--- config.mk ---
export PLATFORM = sky130hd
export DESIGN_NAME = gpio_bank
export DESIGN_NICKNAME = d
export VERILOG_FILES = /design/src/rtl/gpio_bank_pkg.sv /design/src/rtl/gpio_bank_sync.sv /design/src/rtl/gpio_bank_regs.sv /design/src/rtl/gpio_bank_pinmux.sv /design/src/rtl/gpio_bank.sv
export SDC_FILE = /design/constraint.sdc
export NUM_CORES = 1
export LEC_CHECK = 0
export BUFFER_PORTS_ARGS = -buffer_cell sky130_fd_sc_hd__buf_2
export CAP_MARGIN = 5
export CORE_UTILIZATION = 45
export CTS_BUF_LIST = sky130_fd_sc_hd__clkbuf_16
export CTS_CLUSTER_DIAMETER = 30
export CTS_CLUSTER_SIZE = 28
export DETAILED_ROUTE_END_ITERATION = 12
export GPL_TIMING_DRIVEN = 0
export PLACE_DENSITY = 0.74
export SYNTH_ARGS = -nofsm -noshare
export SYNTH_HDL_FRONTEND = slang
export SYNTH_HIERARCHICAL = 1
export SYNTH_SLANG_ARGS = --single-unit
--- constraint.sdc ---
create_clock -name clk -period 3.1 [get_ports clk]
set_clock_uncertainty 0.05 [all_clocks]
set_input_delay 0.31 -clock clk [delete_from_list [all_inputs] [get_ports clk]]
set_output_delay 0.31 -clock clk [all_outputs]
set_load 0.01 [all_outputs]
--- src/rtl/gpio_bank_pkg.sv ---
package gpio_bank_pkg;
    localparam int PINS          = 32;
    localparam int WORD_W        = 32;
    localparam int FSEL_W        = 4;
    localparam int DRV_W         = 2;
    localparam int PULL_W        = 2;
    localparam int WIDX_W        = 4;
    localparam int FSEL_PER_WORD = WORD_W / FSEL_W;
    localparam int DRV_PER_WORD  = WORD_W / DRV_W;
    localparam int PULL_PER_WORD = WORD_W / PULL_W;
    localparam int FSEL_WORDS    = PINS / FSEL_PER_WORD;
    localparam int DRV_WORDS     = PINS / DRV_PER_WORD;
    localparam int PULL_WORDS    = PINS / PULL_PER_WORD;
    localparam int DATA_WORD     = FSEL_WORDS;
    localparam int DRV_WORD0     = DATA_WORD + 1;
    localparam int PULL_WORD0    = DRV_WORD0 + DRV_WORDS;
    localparam int MAP_WORDS     = PULL_WORD0 + PULL_WORDS;

    typedef logic [FSEL_W-1:0] fsel_t;
    localparam fsel_t FSEL_IN  = 4'd0;
    localparam fsel_t FSEL_OUT = 4'd1;
    localparam fsel_t FSEL_OFF = 4'd7;

    localparam logic [PULL_W-1:0] PULL_NONE = 2'b00;
    localparam logic [PULL_W-1:0] PULL_RSVD = 2'b11;

    localparam logic [WORD_W-1:0] FSEL_RST_WORD = {FSEL_PER_WORD{FSEL_OFF}};

    typedef enum logic {
        ST_IDLE = 1'b0,
        ST_ACK  = 1'b1
    } bus_state_e;
endpackage

--- src/rtl/gpio_bank_sync.sv ---
module gpio_bank_sync #(
    parameter int W = 32
) (
    input  logic         clk,
    input  logic         rst_n,
    input  logic [W-1:0] d,
    output logic [W-1:0] q
);
    logic [W-1:0] meta_q;

    always_ff @(posedge clk or negedge rst_n) begin
        if (!rst_n) begin
            meta_q <= '0;
            q      <= '0;
        end else begin
            meta_q <= d;
            q      <= meta_q;
        end
    end
endmodule

--- src/rtl/gpio_bank_regs.sv ---
module gpio_bank_regs
    import gpio_bank_pkg::*;
(
    input  logic                     clk,
    input  logic                     rst_n,
    input  logic                     wr_stb,
    input  logic [WIDX_W-1:0]        widx,
    input  logic [WORD_W-1:0]        wdata,
    input  logic [PINS-1:0]          data_view,
    output logic [PINS*FSEL_W-1:0]   fsel_flat,
    output logic [PINS-1:0]          dout,
    output logic [PINS*DRV_W-1:0]    drv_flat,
    output logic [PINS*PULL_W-1:0]   pull_flat,
    output logic [WORD_W-1:0]        rd_word
);
    logic [WORD_W-1:0] fsel_q [FSEL_WORDS];
    logic [WORD_W-1:0] drv_q  [DRV_WORDS];
    logic [WORD_W-1:0] pull_q [PULL_WORDS];
    logic [PINS-1:0]   dout_q;

    for (genvar w = 0; w < FSEL_WORDS; w++) begin : g_fsel
        always_ff @(posedge clk or negedge rst_n) begin
            if (!rst_n)                                      fsel_q[w] <= FSEL_RST_WORD;
            else if (wr_stb && widx == WIDX_W'(w))           fsel_q[w] <= wdata;
        end
        assign fsel_flat[w*WORD_W +: WORD_W] = fsel_q[w];
    end

    for (genvar w = 0; w < DRV_WORDS; w++) begin : g_drv
        always_ff @(posedge clk or negedge rst_n) begin
            if (!rst_n)                                      drv_q[w] <= '0;
            else if (wr_stb && widx == WIDX_W'(DRV_WORD0 + w)) drv_q[w] <= wdata;
        end
        assign drv_flat[w*WORD_W +: WORD_W] = drv_q[w];
    end

    for (genvar w = 0; w < PULL_WORDS; w++) begin : g_pull
        always_ff @(posedge clk or negedge rst_n) begin
            if (!rst_n)                                        pull_q[w] <= '0;
            else if (wr_stb && widx == WIDX_W'(PULL_WORD0 + w)) pull_q[w] <= wdata;
        end
        assign pull_flat[w*WORD_W +: WORD_W] = pull_q[w];
    end

    always_ff @(posedge clk or negedge rst_n) begin
        if (!rst_n)                                     dout_q <= '0;
        else if (wr_stb && widx == WIDX_W'(DATA_WORD))  dout_q <= wdata;
    end
    assign dout = dout_q;

    always_comb begin
        rd_word = '0;
        for (int w = 0; w < FSEL_WORDS; w++)
            if (widx == WIDX_W'(w)) rd_word = fsel_q[w];
        if (widx == WIDX_W'(DATA_WORD)) rd_word = data_view;
        for (int w = 0; w < DRV_WORDS; w++)
            if (widx == WIDX_W'(DRV_WORD0 + w)) rd_word = drv_q[w];
        for (int w = 0; w < PULL_WORDS; w++)
            if (widx == WIDX_W'(PULL_WORD0 + w)) rd_word = pull_q[w];
    end
endmodule

--- src/rtl/gpio_bank_pinmux.sv ---
module gpio_bank_pinmux
    import gpio_bank_pkg::*;
(
    input  logic [PINS*FSEL_W-1:0]  fsel_flat,
    input  logic [PINS-1:0]         dout,
    input  logic [PINS*PULL_W-1:0]  pull_flat,
    input  logic [PINS-1:0]         alt_out,
    input  logic [PINS-1:0]         alt_oe,
    output logic [PINS-1:0]         pad_out,
    output logic [PINS-1:0]         pad_oe,
    output logic [PINS*PULL_W-1:0]  pad_pull,
    output logic [PINS-1:0]         gpio_mode
);
    for (genvar p = 0; p < PINS; p++) begin : g_pin
        fsel_t             code;
        logic [PULL_W-1:0] pcode;
        logic              o_v, e_v, g_v;

        assign code  = fsel_flat[p*FSEL_W +: FSEL_W];
        assign pcode = pull_flat[p*PULL_W +: PULL_W];

        always_comb begin
            o_v = 1'b0;
            e_v = 1'b0;
            g_v = 1'b0;
            if (code == FSEL_OUT) begin
                o_v = dout[p];
                e_v = 1'b1;
                g_v = 1'b1;
            end else if (code != FSEL_IN && code != FSEL_OFF) begin
                o_v = alt_out[p];
                e_v = alt_oe[p];
            end
        end

        assign pad_out[p]                   = o_v;
        assign pad_oe[p]                    = e_v;
        assign gpio_mode[p]                 = g_v;
        assign pad_pull[p*PULL_W +: PULL_W] = (pcode == PULL_RSVD) ? PULL_NONE : pcode;
    end
endmodule

--- src/rtl/gpio_bank.sv ---
module gpio_bank
    import gpio_bank_pkg::*;
(
    input  logic                    clk,
    input  logic                    rst_n,
    input  logic                    req_valid,
    input  logic                    req_write,
    input  logic [WIDX_W-1:0]       req_word,
    input  logic [WORD_W-1:0]       req_wdata,
    output logic                    req_ack,
    output logic [WORD_W-1:0]       req_rdata,
    input  logic [PINS-1:0]         pad_in,
    input  logic [PINS-1:0]         alt_out,
    input  logic [PINS-1:0]         alt_oe,
    output logic [PINS-1:0]         pad_out,
    output logic [PINS-1:0]         pad_oe,
    output logic [PINS*DRV_W-1:0]   pad_drive,
    output logic [PINS*PULL_W-1:0]  pad_pull
);
    bus_state_e              state_q, state_d;
    logic                    accept;
    logic [WORD_W-1:0]       rd_word, rdata_q;
    logic [PINS*FSEL_W-1:0]  fsel_flat;
    logic [PINS-1:0]         dout_bits, pad_sync, gpio_mode, data_view;
    logic [PINS*PULL_W-1:0]  pull_flat;

    // Sequencer: state register
    always_ff @(posedge clk or negedge rst_n) begin
        if (!rst_n) state_q <= ST_IDLE;
        else        state_q <= state_d;
    end

    // Sequencer: next state
    always_comb begin
        state_d = state_q;
        unique case (state_q)
            ST_IDLE: if (req_valid) state_d = ST_ACK;
            ST_ACK:  state_d = ST_IDLE;
        endcase
    end

    // Sequencer: outputs
    always_comb begin
        accept  = 1'b0;
        req_ack = 1'b0;
        unique case (state_q)
            ST_IDLE: accept  = req_valid;
            ST_ACK:  req_ack = 1'b1;
        endcase
    end

    always_ff @(posedge clk or negedge rst_n) begin
        if (!rst_n)      rdata_q <= '0;
        else if (accept) rdata_q <= req_write ? '0 : rd_word;
    end
    assign req_rdata = rdata_q;

    gpio_bank_sync #(.W(PINS)) u_sync (
        .clk   (clk),
        .rst_n (rst_n),
        .d     (pad_in),
        .q     (pad_sync)
    );

    assign data_view = (gpio_mode & dout_bits) | (~gpio_mode & pad_sync);

    gpio_bank_regs u_regs (
        .clk       (clk),
        .rst_n     (rst_n),
        .wr_stb    (accept & req_write),
        .widx      (req_word),
        .wdata     (req_wdata),
        .data_view (data_view),
        .fsel_flat (fsel_flat),
        .dout      (dout_bits),
        .drv_flat  (pad_drive),
        .pull_flat (pull_flat),
        .rd_word   (rd_word)
    );

    gpio_bank_pinmux u_mux (
        .fsel_flat (fsel_flat),
        .dout      (dout_bits),
        .pull_flat (pull_flat),
        .alt_out   (alt_out),
        .alt_oe    (alt_oe),
        .pad_out   (pad_out),
        .pad_oe    (pad_oe),
        .pad_pull  (pad_pull),
        .gpio_mode (gpio_mode)
    );
endmodule

==> results of run 1 <==
-- critical path, cell delays in order, from the launching register on --
cell	delay (ns)
dfrtp_1	0.40
nor2b_4	0.11
buf_6	0.18
buf_12	0.17
and2_1	0.33
nand2_1	0.19
nor2_1	0.64
buf_2	0.47
mux2_2	0.39
-- metal layers --
metal	vias up	part of all wire [%]	global-route usage (%)
li1	7475	-	-
met1	8891	39	42.8
met2	1063	46	51.8
met3	237	11	9.04
met4	8	4.6	15.2
met5	-	0.064	0
-- power by group --
part / switching [mW] / internal (mW) / total (mW)
sequential: 1.03 / 5.92 / 6.95
combinational: 1.93 / 2.19 / 4.12
clock: 3.17 / 7.35 / 10.5
-- cells by family (layout without fill, tap and decap cells) --
| group | count (synthesis) | after routing |
|---|---|---|
| AOI/OAI and AO/OA | 380 | 380 |
| buffers and inverters | 214 | 795 |
| DFF | 385 | 385 |
| muxes | 371 | 371 |
| other | 0 | 1 |
| and+or+nand+nor | 421 | 421 |
-- what timing repair did --
| action | in CTS | in global routing |
|---|---|---|
| resized for setup | 0 | 1 |
| hold buffers | 35 | 0 |
| endpoints found under the setup margin | 0 | 22 |
| hold endpoints to repair | 117 | 0 |
-- placed cells by master (no fill, tap or decap), drive strengths merged, types with 2 or more instances in the layout --
cell type / count
a211o: 36
a21oi: 37
a221oi: 37
a222oi: 25
a22o: 53
a22oi: 4
a2bb2oi: 19
a31oi: 21
a32oi: 2
and2: 3
buf: 507
bufinv: 18
clkbuf: 144
clkinv: 36
clkinvlp: 8
dfrtp: 289
dfstp: 96
dlygate4sd3: 35
inv: 47
mux2: 362
mux2i: 9
nand2: 45
nand2b: 61
nand3: 4
nand3b: 8
nor2: 114
nor2b: 137
nor3: 4
nor3b: 2
nor4b: 36
o21a: 21
o21ai: 77
o22a: 5
o22ai: 36
o311ai: 5
o32a: 2
or3b: 2
-- cells in the mapped netlist, types with 4 or more instances --
cell and n:
o22ai_1 36, mux2i_1 9, a2bb2oi_1 19, buf_2 41, a222oi_1 25, a22oi_1 4
inv_1 24, nor2b_1 136, mux2_4 58, o22a_1 5, a221oi_1 37, nor2_1 113
dfrtp_1 289, o21a_1 21, mux2_2 304, a22o_1 53, o311ai_0 5, clkbuf_1 42
nand3b_1 8, buf_4 97, nand3_1 4, nand2_1 44, nand2b_1 61, dfstp_2 96
nor4b_2 32, o21ai_0 76, a21oi_1 37, a211o_1 36, a31oi_1 21, nor4b_1 4
buf_6 4
-- layout make-up --
| type | instances | area (um2) |
|---|---|---|
| buffer | 190 | 1210 |
| clock buffer | 101 | 2530 |
| timing repair buffer | 395 | 2230 |
| antenna | 1 | 2.50 |
| multi-input combinational | 1172 | 9710 |
| tap | 600 | 751 |
| inverter | 24 | 90.1 |
| clock inverter | 85 | 913 |
| sequential | 385 | 9750 |
| fill | 3703 | 18300 |
-- registers in the layout, summed over array words and instances (netlist names) --
name and flops:
req_rdata 32, state_q 1, u_regs/dout 32, u_regs/drv_flat 64
u_regs/fsel_flat 128, u_regs/pull_flat 64, u_sync/meta_q 32, u_sync/q 32
-- per-stage QoR --
step	instances	worst slack (ns)	instance area (um2)	hold WS (ns)	power (mW)
3_3_place_gp	2728	-5.81	23300	0.282	10.8
2_1_floorplan	1771	0.752	20800	-0.0356	9.21
5_1_grt	2952	0.0123	27200	0.0438	22.3
6_report	2953	0.0103	27200	0.0384	21.6
4_1_cts	2952	0.102	27200	0.0127	21.6
3_5_place_dp	2731	-0.0782	23400	0.285	11.0
-- how the worst max path moves through the flow --
stage	cells past startpoint	slack, ns	to
6_report	8	0.01	u_regs/drv_flat[35]
5_1_grt	8	0.01	u_regs/drv_flat[4]
4_1_cts	8	0.10	u_regs/dout[6]
3_5_place_dp	9	-0.08	req_rdata[17]
3_3_place_gp	1	-5.81	u_sync/meta_q[28]
2_1_floorplan	8	0.75	req_rdata[27]
==> results by group, run 1 <==
STA
  – Worst slew pin tran: 1.12 ns
  – Setup TNS: 0 ns
  – Final setup viols: 0
  – RSZ-0062 raised after global routing: false
  – Max-slew violations: 0
  – F_max: 0.324 GHz
  – Period utilization: 99.7%
  – Min cycle time layout: 3.09 ns
  – Fin. Hold Viols: 0
  – Relative slew margins: 25.3%

Worst hold path
  – Worst min path class: input pin to flip-flop
  – HP Start: req_wdata[9]
  – Hold Path Depth: 2
  – Worst Hold Path EP: u_regs/pull_flat[41]

Global routing
  – Grt total ovfl: 0
  – First-pass GRT wire length: 114000 um
  – Vias in the first global route: 17628
  – Total GRT Usage: 33.1%
  – Initial antenna violation count: 6
  – Largest net degree at the start of global routing: 110

Die
  – DIE HEIGHT: 217 um
  – Die X: 217 um
  – Num rows: 78
  – Initial core utilization: 45.7%
  – Core Region: 0.0455 mm2
  – I/O pin count: 361
  – Die area: 0.0470 mm2

Critical path
  – Critical path class: flip-flop to flip-flop
  – Startpoint type of the worst setup path: flip-flop
  – Critical path origin: state_q
  – R2r endpoint: u_regs/drv_flat[35]
  – CP Data Required Time: 3.54 ns
  – Crit end category: flip-flop
  – Reg2reg start: state_q
  – Worst EP arrival: 3.53 ns
  – R2r worst-path depth: 8
  – Crit path max fanout: 10
  – Worst reg2reg setup slack: 0.01 ns

Synth
  – Largest area contributor in the netlist: dfrtp_1
  – Syn nets: 1907
  – Syn Inst Count: 1771
  – Count of cell types in the netlist: 50
  – Yosys reg bits: 385
  – Post-synthesis adder-cell area fraction: 0%
  – Synth async-reset ratio: 100%
  – Number of synthesized flops with an enable pin: 0
  – Largest family of logic cells by synthesized area: multiplexers
  – Synthesized area: 0.0208 mm2
  – Synth Area in Compound Gates: 13.3%
  – Syn avg cell area: 11.7 um2
  – Synth warnings: 6
  – Synth Area in XOR/XNOR: 0%
  – Synth top area share: 34.8%
  – Post-Synth Simple-Gate Area: 12.4%
  – Mux contribution to synthesized area: 21.1%
  – Post-synth top flop: dfrtp_1
  – Post-synthesis sequential area ratio: 47.0%
  – Top cells by area, synth: dfrtp_1 (35%), mux2_2 (16%), dfstp_2 (12%)

Finish
  – Nets: 2402
  – Fraction of layout cells with a size suffix above 1: 49.1%
  – Final Util: 59.8%
  – P&R area growth vs syn: 31.0%

Placed design
  – Port bufs: 357
  – Detailed placement HPWL: 56400 um
  – Placer Congestion: 0.938

CTS
  – TritonCTS clock tree: done
  – CTS clock-pin slew for the worst setup and hold paths: 0.05 ns
  – Clock Path Buffers: 3
  – Htree depth: 3
  – Clock Latency Late Sink: 0.63 ns
  – Post-CTS Repair Setup Buffers: 0
  – # clock sinks: 385
  – Root Buffer: clkbuf_16
  – Number of buffers created by CTS: 98

Pwr
  – Peak supply drop: 0.495 mV
  – P_leak: 12.9 nW
  – Pwr Density: 794 mW/mm2

Drt
  – DRC violation count after routing: 0
  – Routed WL per cell: 26.8 um
  – Initial DRC count: 1969
  – Initial DRT Pass Iterations: 6
  – Antenna Nets Post-Route: 0
  – Post-Route WL: 79200 um
  – Via density: 5.99
  – Via total after detailed routing: 17674

Outcome
  – Outcome: finished, final reports clean

Flow run
  – Total of max-cap violations: 0
(Power assumes the default switching activity.)
==> run 2: changes to the inputs <==
Settings changed: PLACE_DENSITY 0.74 to 0.66.
==> run 2 against run 1 <==
Against the previous run:
- via count decreased by 1.5%
- sequential cell count unchanged
- first-iteration DRC count decreased by 8.9%
- final cell count decreased by 0.34%
- utilization decreased by 0.89 points
- total power decreased by 5.7%
- global-route usage decreased by 0.13 points
- largest cell class unchanged
- clock power decreased by 11%
- register-to-register slack improved by 0.14 ns
- critical endpoint is now u_regs/drv_flat[8]
- critical path depth unchanged
- non-clock buffer count decreased by 1
- maximum frequency increased by 4.8%
==> results by group, run 2 (synthesis gave the netlist of run 1 again) <==
Critical path
  – Worst EP arrival: 3.40 ns
  – Reg2reg start: state_q
  – R2r worst-path depth: 8
  – Crit-path cells: nor2b_4, buf_6, buf_12, and2_1, nand2_1, nor2_1, buf_2, mux2_2
  – Slowest Stage Delay on Critical Path: 0.52 ns
  – Startpoint type of the worst setup path: flip-flop
  – CP Data Required Time: 3.55 ns
  – Crit path max fanout: 10
  – Worst reg2reg setup slack: 0.15 ns
  – Crit end category: flip-flop
  – Slowest CP cell: nor2_1
  – Critical path class: flip-flop to flip-flop
  – R2r endpoint: u_regs/drv_flat[8]

Drt
  – Via density: 5.92
  – Initial DRC count: 1793
  – Antenna Nets Post-Route: 0
  – Routed WL per cell: 26.6 um
  – DRC violation count after routing: 0
  – Uppermost layer routed: met5
  – WL met3: 7400 um
  – Post-Route WL: 78200 um
  – M1 wire length: 31800 um
  – Via total after detailed routing: 17411
  – Routed wl met2: 35400 um
  – Initial DRT Pass Iterations: 6

STA
  – Worst slew pin tran: 1.11 ns
  – Setup slack after layout: 0.151 ns
  – Final setup viols: 0
  – Min cycle time layout: 2.95 ns
  – RSZ-0062 raised after global routing: false
  – F_max: 0.339 GHz
  – Period utilization: 95.1%
  – Max-slew violations: 0
  – Fin. Hold Viols: 0
  – Relative slew margins: 26.3%

Pwr
  – Post-layout power: 20.4 mW
  – Peak supply drop: 0.463 mV
  – P_leak: 12.7 nW
  – Pwr Density: 760 mW/mm2

CTS
  – Root Buffer: clkbuf_16
  – Clock Latency Late Sink: 0.63 ns
  – Clock Path Buffers: 3
  – CTS clock-pin slew for the worst setup and hold paths: 0.04 ns
  – Post-CTS Repair Setup Buffers: 0
  – Htree depth: 3
  – # clock sinks: 385
  – TritonCTS clock tree: done
  – Number of buffers created by CTS: 93

Global routing
  – First-pass GRT wire length: 113000 um
  – Grt total ovfl: 0
  – Total GRT Usage: 33.0%
  – Largest net degree at the start of global routing: 104
  – Initial antenna violation count: 4
  – Vias in the first global route: 17105

Finish
  – Nets: 2396
  – Fillers: 3827
  – Max FFs per register: 128
  – Commonest non-fill, non-tap cells in the layout: buf_2 (397), mux2_2 (304), dfrtp_1 (289), nor2b_1 (136), nor2_1 (112)
  – Fraction of layout cells with a size suffix above 1: 48.8%
  – Commonest non-fill, non-tap cell in the layout: buf_2
  – P&R area growth vs syn: 29.0%

Die
  – Initial core utilization: 45.7%
  – DIE HEIGHT: 217 um
  – Core Region: 0.0455 mm2
  – Num rows: 78
  – I/O pin count: 361
  – Die X: 217 um
  – Die area: 0.0470 mm2

Worst hold path
  – HP Start: req_wdata[0]
  – Worst min path class: input pin to flip-flop
  – Hold Path Depth: 2
  – Worst Hold Path EP: u_regs/fsel_flat[0]

Placed design
  – Dpl ws: -0.127 ns
  – Placer Congestion: 0.916
  – Port bufs: 357
  – Detailed placement HPWL: 56300 um

Outcome
  – Outcome: finished, final reports clean

Flow run
  – Total of max-cap violations: 0
==> run 2: cell count changes in the layout (fill, tap and decap cells not counted), moves of 2 or more <==
cell / delta
clkinvlp_4: -4
bufinv_16: -9
clkinv_1: +4
inv_1: -3
diode_2: +2
clkinv_4: +6
clkbuf_16: -8
inv_6: +2
==> run 2: what timing repair did <==
item,in CTS,in global routing
setup endpoints to repair,0,28
endpoints found under the hold margin,102,0
gates resized for setup,0,1
hold buffers,34,0
==> run 2: worst max-delay path by stage <==
| stage | start | endpoint | slack (ns) | depth (start not counted) |
|---|---|---|---|---|
| finish | state_q | u_regs/drv_flat[8] | 0.15 | 8 |
| detailed placement | req_word[0] | req_rdata[17] | -0.13 | 9 |
| floorplan | u_regs/fsel_flat[108] | req_rdata[27] | 0.75 | 8 |
| global placement | rst_n | u_sync/meta_q[24] | -5.88 | 1 |
| global route | state_q | u_regs/drv_flat[9] | 0.1 | 8 |
| CTS | state_q | u_regs/dout[19] | 0.07 | 8 |
==> run 2: cell type report <==
cell class	count	area (um2)	share of cell area, %
tap	600	751	2.80
timing repair buffer	394	2220	8.29
clock buffer	93	2330	8.69
antenna	3	7.51	0.0280
buffer	190	1210	4.51
multi-input combinational	1172	9710	36.3
clock inverter	82	713	2.66
inverter	24	90.1	0.336
sequential	385	9750	36.4
==> run 2: metrics by stage <==
stage	cell area, um2	setup TNS, ns	hold WS [ns]	instances	utilization, %
after detailed placement	23400	-0.127	0.285	2731	51.4
after floorplan	20800	0	-0.0356	1771	-
after global placement	23300	-2014.80	0.282	2728	51.2
after CTS	26800	0	0.00187	2940	58.9
final	26800	0	0.0304	2943	58.9
after global routing	26800	0	0.0236	2941	58.9
==> run 2: metal layers <==
layer,track usage (%),up-vias
met4,15.4,4
met3,8.75,209
met1,43.4,8795
met5,0,-
met2,50.7,933
li1,-,7470
==> run 2: critical path, delay by kind of cell, from the launching register on <==
kind / cells / cell delay (ns)
buffers and inverters: 3 / 0.84
flip-flops: 1 / 0.40
multiplexers: 1 / 0.39
AND/OR/NAND/NOR: 4 / 1.13
==> run 2: power breakdown <==
| part | internal [mW] | switching (mW) |
|---|---|---|
| Combinational | 2.18 | 1.90 |
| Sequential | 5.92 | 1.01 |
| Clock | 6.20 | 3.14 |
